### src/rtl/audio_tx_pkg.sv
package audio_tx_pkg;
   // framing selected by bit 1 of the format code
   typedef enum logic {
      FRAME_DELAYED = 1'b0,
      FRAME_LEFT    = 1'b1
   } frame_e;

   function automatic frame_e decode_frame(input logic [1:0] code);
      return frame_e'(code[1]);
   endfunction

   // free-slot threshold for a watermark code
   function automatic int unsigned wm_slots(input logic [1:0] code, input int unsigned step);
      return int'(code) * step;
   endfunction
endpackage

### src/rtl/tx_sample_fifo.sv
module tx_sample_fifo #(
   parameter int unsigned W     = 16,
   parameter int unsigned DEPTH = 16,
   localparam int unsigned AW   = $clog2(DEPTH),
   localparam int unsigned CW   = $clog2(DEPTH + 1)
) (
   input  logic          clk,
   input  logic          rst_n,
   input  logic          flush,
   input  logic          push_one,
   input  logic          push_two,
   input  logic [W-1:0]  din_a,
   input  logic [W-1:0]  din_b,
   input  logic          pop,
   output logic [W-1:0]  dout,
   output logic [CW-1:0] count,
   output logic          empty
);
   logic [W-1:0]  mem [DEPTH];
   logic [AW-1:0] wp, rp;
   logic          acc_one, acc_two, pop_ok;
   logic [CW-1:0] inc, dec;

   assign empty   = (count == '0);
   assign acc_one = push_one && (count < CW'(DEPTH));
   assign acc_two = push_two && !push_one && (count <= CW'(DEPTH - 2));
   assign pop_ok  = pop && !empty;
   assign inc     = acc_two ? CW'(2) : (acc_one ? CW'(1) : '0);
   assign dec     = pop_ok ? CW'(1) : '0;
   assign dout    = mem[rp];

   always_ff @(posedge clk or negedge rst_n) begin
      if (!rst_n) begin
         wp    <= '0;
         rp    <= '0;
         count <= '0;
      end else if (flush) begin
         wp    <= '0;
         rp    <= '0;
         count <= '0;
      end else begin
         if (acc_one)      wp <= wp + AW'(1);
         else if (acc_two) wp <= wp + AW'(2);
         if (pop_ok)       rp <= rp + AW'(1);
         count <= count + inc - dec;
      end
   end

   always_ff @(posedge clk) begin
      if (!flush) begin
         if (acc_one) mem[wp] <= din_a;
         if (acc_two) begin
            mem[wp]          <= din_a;
            mem[wp + AW'(1)] <= din_b;
         end
      end
   end
endmodule

### src/rtl/tx_bit_clock.sv
module tx_bit_clock #(
   parameter int unsigned HALF_DIV    = 2,
   parameter int unsigned SYNC_STAGES = 2,
   localparam int unsigned DW = (HALF_DIV > 1) ? $clog2(HALF_DIV) : 1
) (
   input  logic clk,
   input  logic rst_n,
   input  logic clr,
   input  logic run,
   input  logic master,
   input  logic sck_ext,
   input  logic ws_ext,
   output logic tick,
   output logic sck_o,
   output logic ws_sync
);
   logic [SYNC_STAGES-1:0] sck_chain, ws_chain;
   logic                   sck_prev;
   logic [DW-1:0]          div;
   logic                   sck_q;
   logic                   div_wrap;

   // synchronizer chain, one stage per generate step
   for (genvar i = 0; i < SYNC_STAGES; i++) begin : g_sync
      always_ff @(posedge clk or negedge rst_n) begin
         if (!rst_n) begin
            sck_chain[i] <= 1'b0;
            ws_chain[i]  <= 1'b1;
         end else begin
            sck_chain[i] <= (i == 0) ? sck_ext : sck_chain[(i == 0) ? 0 : i - 1];
            ws_chain[i]  <= (i == 0) ? ws_ext  : ws_chain[(i == 0) ? 0 : i - 1];
         end
      end
   end

   always_ff @(posedge clk or negedge rst_n) begin
      if (!rst_n) sck_prev <= 1'b0;
      else        sck_prev <= sck_chain[SYNC_STAGES-1];
   end

   assign div_wrap = (div == DW'(HALF_DIV - 1));

   always_ff @(posedge clk or negedge rst_n) begin
      if (!rst_n) begin
         div   <= '0;
         sck_q <= 1'b0;
      end else if (clr || !run || !master) begin
         div   <= '0;
         sck_q <= 1'b0;
      end else if (div_wrap) begin
         div   <= '0;
         sck_q <= ~sck_q;
      end else begin
         div   <= div + DW'(1);
      end
   end

   assign sck_o   = sck_q;
   assign ws_sync = ws_chain[SYNC_STAGES-1];
   assign tick    = run && !clr && (master ? (div_wrap && sck_q)
                                           : (sck_prev && !sck_chain[SYNC_STAGES-1]));
endmodule

### src/rtl/tx_frame_shifter.sv
module tx_frame_shifter #(
   parameter int unsigned W = 16,
   localparam int unsigned CW = $clog2(W) + 1
) (
   input  logic         clk,
   input  logic         rst_n,
   input  logic         clr,
   input  logic         run,
   input  logic         slave,
   input  logic         tick,
   input  logic         ws_ext,
   input  logic         left_just,
   input  logic         fifo_empty,
   input  logic [W-1:0] fifo_data,
   output logic         pop,
   output logic         ws_o,
   output logic         sd_o
);
   logic [CW-1:0] cnt, cnt_n;
   logic [W-1:0]  sh;
   logic          ws_q;
   logic          load;

   // slot position counter: top bit is the channel, low bits the bit index
   always_comb begin
      if (slave && (ws_ext != ws_q)) cnt_n = {ws_ext, {(CW-1){1'b0}}};
      else                           cnt_n = cnt + CW'(1);
   end

   assign load = left_just ? (cnt_n[CW-2:0] == '0)
                           : (cnt_n[CW-2:0] == (CW-1)'(1));
   assign pop  = run && !clr && tick && load && !fifo_empty;

   always_ff @(posedge clk or negedge rst_n) begin
      if (!rst_n) begin
         cnt  <= '1;
         sh   <= '0;
         ws_q <= 1'b1;
      end else if (clr || !run) begin
         cnt  <= '1;
         sh   <= '0;
         ws_q <= 1'b1;
      end else if (tick) begin
         cnt  <= cnt_n;
         ws_q <= cnt_n[CW-1];
         if (load) sh <= fifo_empty ? '0 : fifo_data;
         else      sh <= {sh[W-2:0], 1'b0};
      end
   end

   assign ws_o = ws_q;
   assign sd_o = sh[W-1];
endmodule

### src/rtl/audio_serial_tx.sv
module audio_serial_tx
   import audio_tx_pkg::*;
#(
   parameter int unsigned SAMPLE_W    = 16,
   parameter int unsigned DEPTH       = 16,
   parameter int unsigned WM_STEP     = 4,
   parameter int unsigned HALF_DIV    = 2,
   parameter int unsigned SYNC_STAGES = 2,
   parameter int unsigned FREE_W      = 6,
   localparam int unsigned WORD_W     = 2 * SAMPLE_W,
   localparam int unsigned CW         = $clog2(DEPTH + 1)
) (
   input  logic              clk,
   input  logic              rst_n,
   input  logic              soft_rst,
   input  logic              tx_en,
   input  logic              master_sel,
   input  logic [1:0]        bus_fmt,
   input  logic              in_wide,
   input  logic [1:0]        wm_code,
   input  logic              irq_en,
   input  logic              tx_clear,
   input  logic              wr_en,
   input  logic [WORD_W-1:0] wr_data,
   input  logic              sck_in,
   input  logic              ws_in,
   output logic [FREE_W-1:0] free_cnt,
   output logic              tx_irq,
   output logic              sck_out,
   output logic              ws_out,
   output logic              sd_out
);
   // elaboration checks on the parameter set
   if ((DEPTH & (DEPTH - 1)) != 0 || DEPTH < 4) begin : g_bad_depth
      $error("DEPTH must be a power of two of at least 4");
   end
   if (DEPTH >= (1 << FREE_W)) begin : g_bad_free
      $error("FREE_W too narrow for DEPTH");
   end
   if (3 * WM_STEP > DEPTH) begin : g_bad_wm
      $error("highest watermark exceeds DEPTH");
   end
   if ((SAMPLE_W & (SAMPLE_W - 1)) != 0 || SAMPLE_W < 2) begin : g_bad_w
      $error("SAMPLE_W must be a power of two");
   end
   if (HALF_DIV < 1 || SYNC_STAGES < 2) begin : g_bad_clk
      $error("HALF_DIV >= 1 and SYNC_STAGES >= 2 required");
   end

   logic                flush;
   logic                run;
   logic [SAMPLE_W-1:0] fifo_dout;
   logic [CW-1:0]       occ;
   logic                fifo_empty;
   logic                pop;
   logic                tick;
   logic                ws_sync;
   logic [FREE_W-1:0]   free_w;
   logic [FREE_W-1:0]   thr;
   frame_e              frame;

   assign flush = tx_clear || soft_rst;
   assign run   = tx_en;
   assign frame = decode_frame(bus_fmt);

   tx_sample_fifo #(.W(SAMPLE_W), .DEPTH(DEPTH)) u_fifo (
      .clk      (clk),
      .rst_n    (rst_n),
      .flush    (flush),
      .push_one (wr_en && !in_wide),
      .push_two (wr_en && in_wide),
      .din_a    (in_wide ? wr_data[WORD_W-1:SAMPLE_W] : wr_data[SAMPLE_W-1:0]),
      .din_b    (wr_data[SAMPLE_W-1:0]),
      .pop      (pop),
      .dout     (fifo_dout),
      .count    (occ),
      .empty    (fifo_empty)
   );

   tx_bit_clock #(.HALF_DIV(HALF_DIV), .SYNC_STAGES(SYNC_STAGES)) u_clk (
      .clk     (clk),
      .rst_n   (rst_n),
      .clr     (soft_rst),
      .run     (run),
      .master  (master_sel),
      .sck_ext (sck_in),
      .ws_ext  (ws_in),
      .tick    (tick),
      .sck_o   (sck_out),
      .ws_sync (ws_sync)
   );

   tx_frame_shifter #(.W(SAMPLE_W)) u_shift (
      .clk        (clk),
      .rst_n      (rst_n),
      .clr        (soft_rst),
      .run        (run),
      .slave      (!master_sel),
      .tick       (tick),
      .ws_ext     (ws_sync),
      .left_just  (frame == FRAME_LEFT),
      .fifo_empty (fifo_empty),
      .fifo_data  (fifo_dout),
      .pop        (pop),
      .ws_o       (ws_out),
      .sd_o       (sd_out)
   );

   assign free_w   = FREE_W'(DEPTH) - FREE_W'(occ);
   assign thr      = FREE_W'(wm_slots(wm_code, WM_STEP));
   assign free_cnt = free_w;
   assign tx_irq   = irq_en && (wm_code != 2'd0) && (free_w >= thr);
endmodule

### config.mk
export PLATFORM = sky130hd
export DESIGN_NAME = audio_serial_tx
export DESIGN_NICKNAME = d
export VERILOG_FILES = /design/src/rtl/audio_tx_pkg.sv /design/src/rtl/tx_sample_fifo.sv /design/src/rtl/tx_bit_clock.sv /design/src/rtl/tx_frame_shifter.sv /design/src/rtl/audio_serial_tx.sv
export SDC_FILE = /design/constraint.sdc
export NUM_CORES = 1
export LEC_CHECK = 0
export ABC_AREA = 0
export BUFFER_PORTS_ARGS = -buffer_cell sky130_fd_sc_hd__buf_2
export CAP_MARGIN = 10
export CORE_MARGIN = 2
export CORE_UTILIZATION = 60
export DETAILED_ROUTE_END_ITERATION = 16
export HOLD_SLACK_MARGIN = 0.12
export PLACE_DENSITY = 0.8
export SLEW_MARGIN = 5
export SYNTH_ARGS = -nofsm -noshare
export SYNTH_HDL_FRONTEND = slang
export SYNTH_HIERARCHICAL = 1
export SYNTH_SLANG_ARGS = --single-unit
### constraint.sdc
create_clock -name clk -period 7.9 [get_ports clk]
set_input_delay 0.395 -clock clk [delete_from_list [all_inputs] [get_ports clk]]
set_output_delay 0.395 -clock clk [all_outputs]
set_load 0.1 [all_outputs]
==> results.toml <==
[pwr]
power_frac_comb_pct = 10.8
p_seq_share_pct = 49.1
vdd_drop_max_mv = 0.198
pwr-share-clk_pct = 40.1
finalPower_mw = 3.55
power_leakage_nw = 6.97
p_per_area_nw_per_um2 = 194
intPower_mw = 2.71
swShare_pct = 23.7
power.switching_mw = 0.840

[route]
drt-total-wl_um = 41000
avgRoutedWirePerCell_um = 27.6
vias = 9798
drc = 0
final_antenna_net_count = 0
drtPass1Iterations = 6
vias_per_cell = 6.60
drtIter0Drc = 1117

[worst_setup_path]
slowest_stage = "dfstp_2"
cp_slowest_stage_delay_ns = 0.60
start_kind = "flip-flop"
critical_path.top_delay_family = "compound AO/OA/AOI/OAI gates"
crit_fanout = 17
crit_type = "reg2reg"
critPathArrivalTime_ns = 4.32
critPathCaptureType = "flip-flop"
required_ns = 8.33
crit_chain = "ha_1, nand2_1, a211oi_1, o22a_4, o21bai_4, nor2_1, nand2_1, inv_1, ha_1, inv_1, ha_1, inv_1, fa_1, nand2b_1, a21oi_1, o21a_1, nor3_1"
crit_buf_inv = 3
rr_worst_depth = 17
cp_num_cells = 17

[outcome]
outcome = "finished, final reports clean"

[floorplanning]
num_io_pins = 57
dieWidth_um = 171
start_util_pct = 60.6
rows = 61
fp.coreArea_um2 = 27700
die-area_um2 = 29400
die_h_um = 171

[grt]
track_usage_pct = 28.3
grt_pass1_wl_um = 60500
grt_pass1_vias = 9764
gr-total-overflow = 0
antenna_found_initial = 7
grt_start_max_net_pins = 68

[clock_tree]
clkSinkCount = 297
ctsHoldBuffers = 4
cts_buffers = 31
insertion_delay_ns = 0.58
cts_tree = "done"
clk_pin_slew_ns = 0.06
cts_resized = 0
post_cts_buffers = 0
root_buffer = "clkbuf_16"
clock_path_buffers = 3
htreeDepth = 1

[logic_synthesis]
avgSynthCellArea_um2 = 15.7
synth_warnings = 6
synth_area_leaders = "edfxtp_1, mux2_4, mux4_2, mux2_2, dfrtp_1"
yosys.area.top_type = "edfxtp_1"
synth_fp_nets = 1138
ys.flop_type = "edfxtp_1"
synth_seq_area_share_pct = 51.9
synth_top_area_share_pct = 45.8
netlist_instances = 1069
synth-edff-count = 256
async_reset_ff_share_pct = 13.8
yosys_register_bits = 297
yosysMostFrequentCell = "edfxtp_1"
syn_area_um2 = 16800
synth.distinct_cells = 58
ys_top_cells_by_count = "edfxtp_1, mux2_4, mux2_2, mux4_2, clkbuf_1"

[placed_design]
gp_congestion = 0.796
portBuffers = 55
dpl_cell_area_um2 = 17300
hpwl_um = 23500
place_worst_setup_slack_ns = 4.05

[final_layout]
area_growth_syn_to_layout_pct = 8.85
final_area_um2 = 18300
nets = 1146
drive_gt1_share_pct = 46.4
fin_util_pct = 66.0

[timing]
setup_viol = 0
tns_ns = 0
slew_headroom_pct = 13.3
max_slew.worst_pin.slew_ns = 1.30
skew_ns = 0.0243
finalWorstSetupSlack_ns = 4.02
hold_viol_final = 0
fin_crit_sh_pct = 49.1
rsz0062_at_grt = "no"
drv_slew = 0
fmax_mhz = 258
fin_crit_ns = 3.88

[min_path]
holdCritPathClass = "in2reg"
holdPathStages = 3

[job]
max_cap_violations = 0
[worst reg2reg max path, delay by kind of cell (launching register included)]
kind	cells	cell delay (ns)
adders and majority gates	4	1.05
buffers and inverters	3	0.19
and+or+nand+nor	5	0.72
DFF	1	0.60
AOI/OAI and AO/OA	5	1.19
[layer usage]
layer / vias to the layer above / part of all wire (%) / routed length, µm / GRT usage [%]
met4: 4 / 2.9 / 1200 / 9.65
met1: 5019 / 41 / 16600 / 38.6
li1: 4226 / - / - / -
met2: 458 / 48 / 19600 / 45.8
met3: 91 / 8.6 / 3520 / 5.75
met5: - / 0.063 / 26 / 0
[through the flow]
step	hold WS, ns	cells
floorplan	0.0994	1069
global placement	0.335	1418
detailed placement	0.343	1418
CTS	0.142	1480
global route	0.163	1483
finish	0.156	1484
[final timing paths]
| path | from | to | slack (ns) |
|---|---|---|---|
| worst max-delay path | u_shift/cnt[0] | u_fifo/count[4] | 4.02 |
| worst min-delay path | master_sel | u_clk/div | 0.16 |
| worst max register to register | u_shift/cnt[0] | u_fifo/count[4] | 4.02 |
| worst min register to register | u_clk/sck_chain[0] | u_clk/sck_chain[1] | 0.35 |
| max in group asynchronous | rst_n | u_fifo/rp[0] | 6.72 |
| min in group asynchronous | rst_n | u_fifo/count[0] | 0.51 |
[area by class of cell]
type | instances | area (µm²)
Inverter | 21 | 78.8
Antenna cell | 4 | 10.0
Tap cell | 378 | 473
Timing Repair Buffer | 72 | 413
Clock inverter | 14 | 105
Multi-Input combinational cell | 654 | 7600
Sequential cell | 297 | 8730
Clock buffer | 44 | 883
Fill cell | 1890 | 9420
[cells by family after synthesis]
logic type / after synthesis / synth area share, %
compound gates: 148 / 7.31
xor+xnor: 14 / 0.730
fa+ha+maj: 22 / 1.68
buf+inv: 118 / 3.56
flops: 297 / 51.9
mux: 337 / 30.3
simple gates: 133 / 4.54
[power groups by stage]
| stage | clock network (mW) | registers, mW | logic, mW |
|---|---|---|---|
| floorplan | 0 | 1.77 | 0.301 |
| global placement | 0 | 1.77 | 0.366 |
| detailed placement | 0 | 1.77 | 0.377 |
| CTS | 1.43 | 1.74 | 0.381 |
| global route | 1.50 | 1.74 | 0.409 |
| finish | 1.42 | 1.74 | 0.384 |
[layout by cell type, fill, tap and decap left out, types with 9 or more instances in the layout]
cell / n
a21oi_1: 9
a22oi_1: 32
buf_2: 55
buf_4: 13
clkbuf_16: 32
dfrtp_1: 32
edfxtp_1: 256
ha_1: 21
inv_1: 21
mux2_2: 121
mux2_4: 152
mux4_2: 64
nand2_1: 45
nand2_4: 16
nand2b_1: 12
nand3_1: 13
nor2_1: 14
o211ai_1: 32
o21ai_2: 10
o31a_1: 11
[flip-flops by register name, indices dropped and copies added (netlist names)]
name	flops
u_clk/sck_prev	1
u_shift/cnt	5
u_fifo/rp	4
u_fifo/count	5
u_fifo/mem	256
u_clk/div	1
u_clk/ws_sync	1
u_clk/ws_chain	1
u_clk/sck_chain	2
u_clk/sck_o	1
u_shift/sh	16
u_fifo/wp	4
Note: power is estimated with default switching activity, not from simulation.
